## src/rtl/strap_pkg.sv

```systemverilog
package strap_pkg;
  localparam int FS_W   = 3;
  localparam int FSEL_W = 2;

  typedef struct packed {
    logic [FS_W-1:0]   fs;
    logic [FSEL_W-1:0] fsel;
    logic              itp;
  } strap_t;

  localparam int STRAP_W = $bits(strap_t);

  typedef enum logic [1:0] {PA_DOT96 = 2'd0, PA_27M = 2'd1, PA_OFF = 2'd2} pair_a_e;
  typedef enum logic {PB_SPREAD100 = 1'b0, PB_SRC0 = 1'b1} pair_b_e;
  typedef enum logic {SH_SRC10 = 1'b0, SH_CPU_ITP = 1'b1} shared_e;
  typedef enum logic [1:0] {CPU_100 = 2'd0, CPU_133 = 2'd1, CPU_166 = 2'd2, CPU_200 = 2'd3} cpu_freq_e;
endpackage

```

## src/rtl/pg_filter.sv

```systemverilog
// Synchronizes active-low power-good and qualifies a low that persists.
module pg_filter #(
  parameter int SYNC_STAGES    = 2,
  parameter int STABLE_SAMPLES = 2
) (
  input  logic clk_i,
  input  logic rst_ni,
  input  logic pwrgd_ni,
  output logic low_ok_o
);
  localparam int HIST_W = (STABLE_SAMPLES > 1) ? STABLE_SAMPLES - 1 : 1;

  logic [SYNC_STAGES-1:0] sync_q;
  logic [HIST_W-1:0]      hist_q;

  always_ff @(posedge clk_i or negedge rst_ni) begin
    if (!rst_ni) sync_q <= '1;
    else         sync_q <= {sync_q[SYNC_STAGES-2:0], pwrgd_ni};
  end

  logic pg_s;
  assign pg_s = sync_q[SYNC_STAGES-1];

  generate
    if (STABLE_SAMPLES > 1) begin : g_hist
      if (HIST_W > 1) begin : g_multi
        always_ff @(posedge clk_i or negedge rst_ni) begin
          if (!rst_ni) hist_q <= '1;
          else         hist_q <= {hist_q[HIST_W-2:0], pg_s};
        end
      end else begin : g_single
        always_ff @(posedge clk_i or negedge rst_ni) begin
          if (!rst_ni) hist_q <= '1;
          else         hist_q <= pg_s;
        end
      end
      assign low_ok_o = !pg_s && !(|hist_q);
    end else begin : g_nohist
      assign hist_q   = '0;
      assign low_ok_o = !pg_s;
    end
  endgenerate
endmodule

```

## src/rtl/strap_capture.sv

```systemverilog
// One-shot strap register; test mode reopens it.
module strap_capture
  import strap_pkg::*;
(
  input  logic   clk_i,
  input  logic   rst_ni,
  input  logic   low_ok_i,
  input  logic   test_mode_i,
  input  strap_t straps_i,
  output strap_t straps_o,
  output logic   latched_o
);
  logic take;
  assign take = low_ok_i && (!latched_o || test_mode_i);

  always_ff @(posedge clk_i or negedge rst_ni) begin
    if (!rst_ni) begin
      straps_o  <= '0;
      latched_o <= 1'b0;
    end else if (take) begin
      straps_o  <= straps_i;
      latched_o <= 1'b1;
    end
  end
endmodule

```

## src/rtl/strap_decode.sv

```systemverilog
module strap_decode
  import strap_pkg::*;
(
  input  logic      latched_i,
  input  strap_t    straps_i,
  output pair_a_e   pair_a_o,
  output pair_b_e   pair_b_o,
  output shared_e   shared_o,
  output cpu_freq_e cpu_freq_o,
  output logic      fs_invalid_o
);
  always_comb begin
    pair_a_o     = PA_DOT96;
    pair_b_o     = PB_SPREAD100;
    shared_o     = SH_SRC10;
    cpu_freq_o   = CPU_100;
    fs_invalid_o = 1'b0;
    if (latched_i) begin
      case (straps_i.fsel)
        2'b00, 2'b01: pair_a_o = PA_DOT96;
        2'b10:        pair_a_o = PA_27M;
        default:      pair_a_o = PA_OFF;
      endcase
      pair_b_o = (straps_i.fsel == 2'b00) ? PB_SPREAD100 : PB_SRC0;
      shared_o = straps_i.itp ? SH_CPU_ITP : SH_SRC10;
      case (straps_i.fs)
        3'b101:  cpu_freq_o = CPU_100;
        3'b001:  cpu_freq_o = CPU_133;
        3'b011:  cpu_freq_o = CPU_166;
        3'b010:  cpu_freq_o = CPU_200;
        default: fs_invalid_o = 1'b1;
      endcase
    end
  end
endmodule

```

## src/rtl/strap_cfg.sv

```systemverilog
module strap_cfg
  import strap_pkg::*;
#(
  parameter int SYNC_STAGES    = 2,
  parameter int STABLE_SAMPLES = 2
) (
  input  logic              clk_i,
  input  logic              rst_ni,
  input  logic              pwrgd_ni,
  input  logic [FS_W-1:0]   fs_i,
  input  logic [FSEL_W-1:0] fsel_i,
  input  logic              itp_sel_i,
  input  logic              test_mode_i,
  output logic              latched_o,
  output logic [FS_W-1:0]   fs_q_o,
  output logic [FSEL_W-1:0] fsel_q_o,
  output logic              itp_q_o,
  output logic [1:0]        pair_a_sel_o,
  output logic              pair_b_sel_o,
  output logic              shared_sel_o,
  output logic [1:0]        cpu_freq_o,
  output logic              fs_invalid_o
);
  logic      low_ok;
  strap_t    raw, held;
  pair_a_e   pa;
  pair_b_e   pb;
  shared_e   sh;
  cpu_freq_e cf;

  assign raw = '{fs: fs_i, fsel: fsel_i, itp: itp_sel_i};

  pg_filter #(
    .SYNC_STAGES   (SYNC_STAGES),
    .STABLE_SAMPLES(STABLE_SAMPLES)
  ) i_pg_filter (
    .clk_i   (clk_i),
    .rst_ni  (rst_ni),
    .pwrgd_ni(pwrgd_ni),
    .low_ok_o(low_ok)
  );

  strap_capture i_capture (
    .clk_i      (clk_i),
    .rst_ni     (rst_ni),
    .low_ok_i   (low_ok),
    .test_mode_i(test_mode_i),
    .straps_i   (raw),
    .straps_o   (held),
    .latched_o  (latched_o)
  );

  strap_decode i_decode (
    .latched_i   (latched_o),
    .straps_i    (held),
    .pair_a_o    (pa),
    .pair_b_o    (pb),
    .shared_o    (sh),
    .cpu_freq_o  (cf),
    .fs_invalid_o(fs_invalid_o)
  );

  assign fs_q_o       = held.fs;
  assign fsel_q_o     = held.fsel;
  assign itp_q_o      = held.itp;
  assign pair_a_sel_o = pa;
  assign pair_b_sel_o = pb;
  assign shared_sel_o = sh;
  assign cpu_freq_o   = cf;
endmodule

```

## config.mk

```make
export PLATFORM = sky130hd
export DESIGN_NAME = strap_cfg
export DESIGN_NICKNAME = d
export VERILOG_FILES = /design/src/rtl/strap_pkg.sv /design/src/rtl/pg_filter.sv /design/src/rtl/strap_capture.sv /design/src/rtl/strap_decode.sv /design/src/rtl/strap_cfg.sv
export SDC_FILE = /design/constraint.sdc
export NUM_CORES = 1
export LEC_CHECK = 0
export BUFFER_PORTS_ARGS = -buffer_cell sky130_fd_sc_hd__buf_2
export CELL_PAD_IN_SITES_DETAIL_PLACEMENT = 0
export CELL_PAD_IN_SITES_GLOBAL_PLACEMENT = 1
export CORE_AREA = 2 2 40 42
export CTS_CLUSTER_SIZE = 24
export DETAILED_ROUTE_END_ITERATION = 10
export DIE_AREA = 0 0 42 44
export PLACE_DENSITY = 0.8
export SLEW_MARGIN = 5
export SYNTH_ARGS = -nofsm -noshare
export SYNTH_HDL_FRONTEND = slang
export SYNTH_SLANG_ARGS = --single-unit
```

## constraint.sdc

```tcl
create_clock -name clk_i -period 2.35 [get_ports clk_i]
set_clock_uncertainty 0.1 [all_clocks]
set_input_delay 0.1175 -clock clk_i [delete_from_list [all_inputs] [get_ports clk_i]]
set_output_delay 0.1175 -clock clk_i [all_outputs]
set_load 0.02 [all_outputs]
```

==> Word-level counts from Yosys, hierarchy flattened <==
Cells that the tools add are included.
{ "totals": {"in_bits": 10, "output_inout_bits": 14, "wordCells": 31, "reg_bits": 10} }
{ "classes": {"n_eq_ne": 6, "mux": 10, "reduce_logical": 9} }
{ "op_table": {"columns": ["operator", "count"], "rows": [
  ["$eq 3x2->1 const B", 2],
  ["$mux 1", 6],
  ["$pmux 2 s3", 1],
  ["$mux 2", 2],
  ["$pmux 2 s2", 1],
  ["$reduce_or 4->1", 1],
  ["$eq 3x1->1 const B", 1],
  ["$eq 3x3->1 const B", 1],
  ["$logic_not 1->1", 3],
  ["$eq 2x1->1 const B", 1],
  ["$eq 2x2->1 const B", 1],
  ["$logic_and 1x1->1", 2],
  ["$logic_not 2->1", 1],
  ["$reduce_or 2->1", 1],
  ["$logic_or 1x1->1", 1]
]} }

==> Longest topological paths before layout <==
{ "depth": {"depth_word": 4, "mapped_depth": 3, "mapped_depth_nobuf": 3} }

==> By module <==
Synthesis repeated with hierarchy kept, for this count alone.
{ "unflattened": {"cells_unflattened": 31, "hier_area_um2": 431.7} }
{ "by_module_without_submodules": {"columns": ["module", "n_inst", "seq_area_each_um2", "cells_each", "area_per_inst_um2"], "rows": [
  ["strap_capture", 1, 175.2, 16, 269.0],
  ["pg_filter", 1, 78.8, 4, 82.6],
  ["strap_decode", 1, 0.0, 11, 80.1]
]} }

==> Worst setup path before layout <==
OpenSTA, ideal clock, no wires.
{ "synth_path": {"kind": "register -> register", "start": "register i_capture.latched_o", "end": "register i_capture.straps_o[0] (netlist bit)", "slack_ps": 974, "n_path_buf": 0, "setup_ps": 125, "required_time_ps": 2125, "arrival_ps": 1151, "path_stages_with_launch": 4, "period_less_slack_ps": 1376, "cell_sequence": "dfrtp_1 inv_2 o21ai_4 mux2_2"} }
{ "synth_between": {"elab_chain_len": 3} }
{ "synth_lines": {"columns": ["item", "line", "rtl"], "rows": [
  ["from (decl)", "strap_capture.sv:11", "output logic latched_o"],
  ["from (signal assigned)", "strap_capture.sv:19", "latched_o <= 1'b0;"],
  ["from (signal assigned)", "strap_capture.sv:22", "latched_o <= 1'b1;"],
  ["$logic_not 1->1", "strap_capture.sv:14", "assign take = low_ok_i && (!latched_o || test_mode_i);"],
  ["$logic_or 1x1->1", "strap_capture.sv:14", null],
  ["$logic_and 1x1->1", "strap_capture.sv:14", null],
  ["to (signal assigned)", "strap_capture.sv:21", "straps_o <= straps_i;"],
  ["to (decl)", "strap_capture.sv:10", "output strap_t straps_o,"]
]} }
No other way between the ends.
A chain may end at the register's enable or synchronous reset.

==> Worst setup path in the final report <==
{ "layout_path": {"start": "register i_capture.straps_o[4] (netlist bit)", "end": "output cpu_freq_o[0]"} }
{ "layout_between": {"elab_chain_len": 3, "elab_cells_between_ends": 5, "cone_classes": "3 x eq/ne; 2 x mux"} }
{ "layout_lines": {"columns": ["item", "line", "rtl"], "rows": [
  ["$eq 3x2->1 or $eq 3x1->1 (tied branches)", "strap_decode.sv:26", "case (straps_i.fs)"],
  ["$pmux 2 s3 *", "strap_decode.sv:26", null],
  ["$mux 2 *", "strap_decode.sv:18", "if (latched_i) begin"],
  ["to (decl)", "strap_cfg.sv:21", "output logic [1:0] cpu_freq_o,"]
]} }
Every way passes the cells marked *; elsewhere a longest branch is shown, timed or not.

==> summary.md <==
| Metric | Value |
|---|---|
| Status | complete, no violations |
| Setup WS pre-CTS | 1.03 ns |
| Top Ports | 24 |
| Post-route ant nets | 0 |
| First-pass GRT wire length | 1160 um |
| Final Net Count | 78 |
| Layout cells sized above 1 | 58.2% |
| Largest net degree at the start of global routing | 11 |
| CP endpoint kind | output port |
| Sequential share of the synthesized area | 61.3% |
| Routed wire length on met2 | 392 um |
| CP max stage delay | 0.44 ns |
| Placed Cells | 71 |
| Max-Cap Viols | 0 |
| Starting DRT DRC Count | 0 |
| Vias in the first global route | 281 |
| RSZ-0062 raised after global routing | no |
| Top sig layer | met3 |
| Met3 WL | 50 um |
| CP cell instances | xnor2_1 -> nor3_1 -> buf_2 |
| Die ar. | 1850 sq um |
| Relative slew margins | 84.4% |
| WP data arrival | 1.16 ns |
| DP Wirelength | 605 um |
| CP Launch Type | flip-flop |
| Slew at the pin with the worst max-slew slack | 0.233 ns |
| Initial antenna violation count | 0 |
| Synthesis-to-layout area growth | 58.3% |
| IO buf count | 23 |
| Worst Path Required | 2.13 ns |
| Antenna Diode Count | 0 |
| Final cell count without fillers | 83 |
| Pwr/cell area | 785 nW/um^2 |
| Slew Limit Fails | 0 |
| Clock slew at reported path FFs | 0.06 ns |
| VDD IR max | 0.342 mV |
| Vias/cell | 4.17 |
| Final Util | 46.2% |
| Yosys reg bits | 10 |
| Gpl congestion | 0.642 |
| Critical path class | reg2out |
| Unique cell type count in the Yosys netlist | 14 |
| Post-route clock period utilization | 58.8% |
| Global Route Usage Sum | 9.36% |
| Total Power | 0.514 mW |
| # setup viols final | 0 |
| CTS tree | yes |
| # rows | 14 |
| Max stage delay cell, worst path | dfrtp_1 |
| CTS Root Cell | clkbuf_4 |
| Final WS setup | 0.969 ns |
| H-tree levels | 1 |
| Initial core utilization | 29.2% |
| Setup TNS | 0 ns |
| Mapped cell area | 414 sq um |
| Final WL | 801 um |
| Num CTS Buffers | 3 |
| CP max FO | 6 |
| Ys Warns | 0 |
| Syn Inst Count | 32 |
| Clock Path Buffers | 2 |
| Worst-Skew Late Latency | 0.26 ns |
| Final hold violations | 0 |
| Routed len/inst | 9.65 um |
| Die W | 42 um |
| # clock sinks | 10 |
| Static leakage | 0.316 nW |
| TritonRoute pass-1 iters | 1 |
| Drt drc | 0 |
| M1 wire length | 359 um |
| Core box area | 1420 sq um |
| Min cycle time layout | 1.38 ns |
| Min-delay worst type | in2async |
| Total number of vias | 346 |
| Max Freq | 724 MHz |
| Chip Height | 44 um |
| Post-CTS Setup Bufs | 0 |
| GRT overflow | 0 |
| Post-Syn Area per Cell | 12.9 sq um |
| Syn nets | 42 |
## where the power goes
| group | total [mW] | switching (mW) | internal, mW |
|---|---|---|---|
| Combinational | 0.174 | 0.0974 | 0.0771 |
| Clock | 0.120 | 0.0541 | 0.0655 |
| Sequential | 0.220 | 0.0238 | 0.197 |
| Total | 0.514 | 0.175 | 0.339 |
## kinds of logic (layout without fill, tap and decap cells)
logic type,count (synthesis),after routing,synth area share [%]
multiplexers,6,6,16.3
AO/OA/AOI/OAI,3,3,6.34
XOR/XNOR,1,1,2.12
AND/OR/NAND/NOR,11,11,13.0
flip-flops,10,10,61.3
buffers and inverters,1,36,0.905
## layout make-up
cell class                      instances  area [sq um]
Fill cell                             138           763
Multi-Input combinational cell         21           156
Timing Repair Buffer                   31           195
Clock buffer                            4          26.3
Sequential cell                        10           254
Inverter                                1          3.75
Tap cell                               16          20.0
## through the flow
| step | instance area (sq um) | hold WS, ns |
|---|---|---|
| CTS | 656 | 0.127 |
| global route | 656 | 0.157 |
| floorplan | 414 | -0.278 |
| finish | 656 | 0.143 |
| detailed placement | 549 | -0.118 |
| global placement | 549 | -0.117 |
## cells in the final DEF, fill, tap and decap left out, types with 3 or more instances in the layout
cell | synthesis | routed
dfstp_2 | 3 | 3
dlygate4sd3_1 | 0 | 8
clkbuf_4 | 0 | 3
nor2_1 | 6 | 6
dfrtp_1 | 7 | 7
mux2_2 | 6 | 6
buf_2 | 0 | 23
## path summary, 6_finish.rpt
| kind | from | endpoint | cells past startpoint | slack, ns |
|---|---|---|---|---|
| worst max-delay path | i_capture.straps_o[4]$_DFFE_PN0P_ | cpu_freq_o[0] | 3 | 0.97 |
| worst min-delay path | rst_ni | i_capture.latched_o$_DFFE_PN0P_ | 2 | 0.14 |
| worst max register to register | i_capture.latched_o$_DFFE_PN0P_ | i_capture.straps_o[0]$_DFFE_PN0P_ | 3 | 1.03 |
| worst min register to register | i_pg_filter.sync_q[0]$_DFF_PN1_ | i_pg_filter.sync_q[1]$_DFF_PN1_ | 0 | 0.26 |
| max in group asynchronous | rst_ni | i_pg_filter.sync_q[1]$_DFF_PN1_ | 2 | 1.76 |
| min in group clk_i | test_mode_i | i_capture.straps_o[1]$_DFFE_PN0P_ | 3 | 0.19 |
## per-layer routing
layer | vias up | GRT usage [%]
met1 | 155 | 9.42
met2 | 9 | 13.4
met5 | - | 0
li1 | 182 | -
met3 | 0 | 6.25
met4 | 0 | 7.74
## state kept, by name (all words and copies together) (netlist names)
register,flops
i_capture.straps_o,6
i_pg_filter.sync_q,2
i_capture.latched_o,1
i_pg_filter.hist_q,1
## synthesized netlist by cell type
| library cell | count | area [sq um] |
|---|---|---|
| nor2_1 | 6 | 22.5 |
| o21ai_4 | 1 | 16.3 |
| and3_2 | 1 | 7.51 |
| mux2_2 | 6 | 67.6 |
| o21ai_0 | 1 | 5.00 |
| xnor2_1 | 1 | 8.76 |
| dfrtp_1 | 7 | 175 |
| nor3_1 | 1 | 5.00 |
| and2_2 | 1 | 7.51 |
| inv_2 | 1 | 3.75 |
| a21oi_1 | 1 | 5.00 |
| nor3b_1 | 1 | 7.51 |
| dfstp_2 | 3 | 78.8 |
| nand2_1 | 1 | 3.75 |
## critical path: cells and delay by family, from the launching register on
kind,cells,cell delay [ns]
flip-flops,1,0.44
buffers and inverters,1,0.19
XOR/XNOR,1,0.14
AND/OR/NAND/NOR,1,0.13
## what timing repair did
item / CTS / global route
resized for setup: 0 / 0
hold endpoints to repair: 17 / 0
hold buffers: 8 / 0
Power figures use the tool's default switching activity.
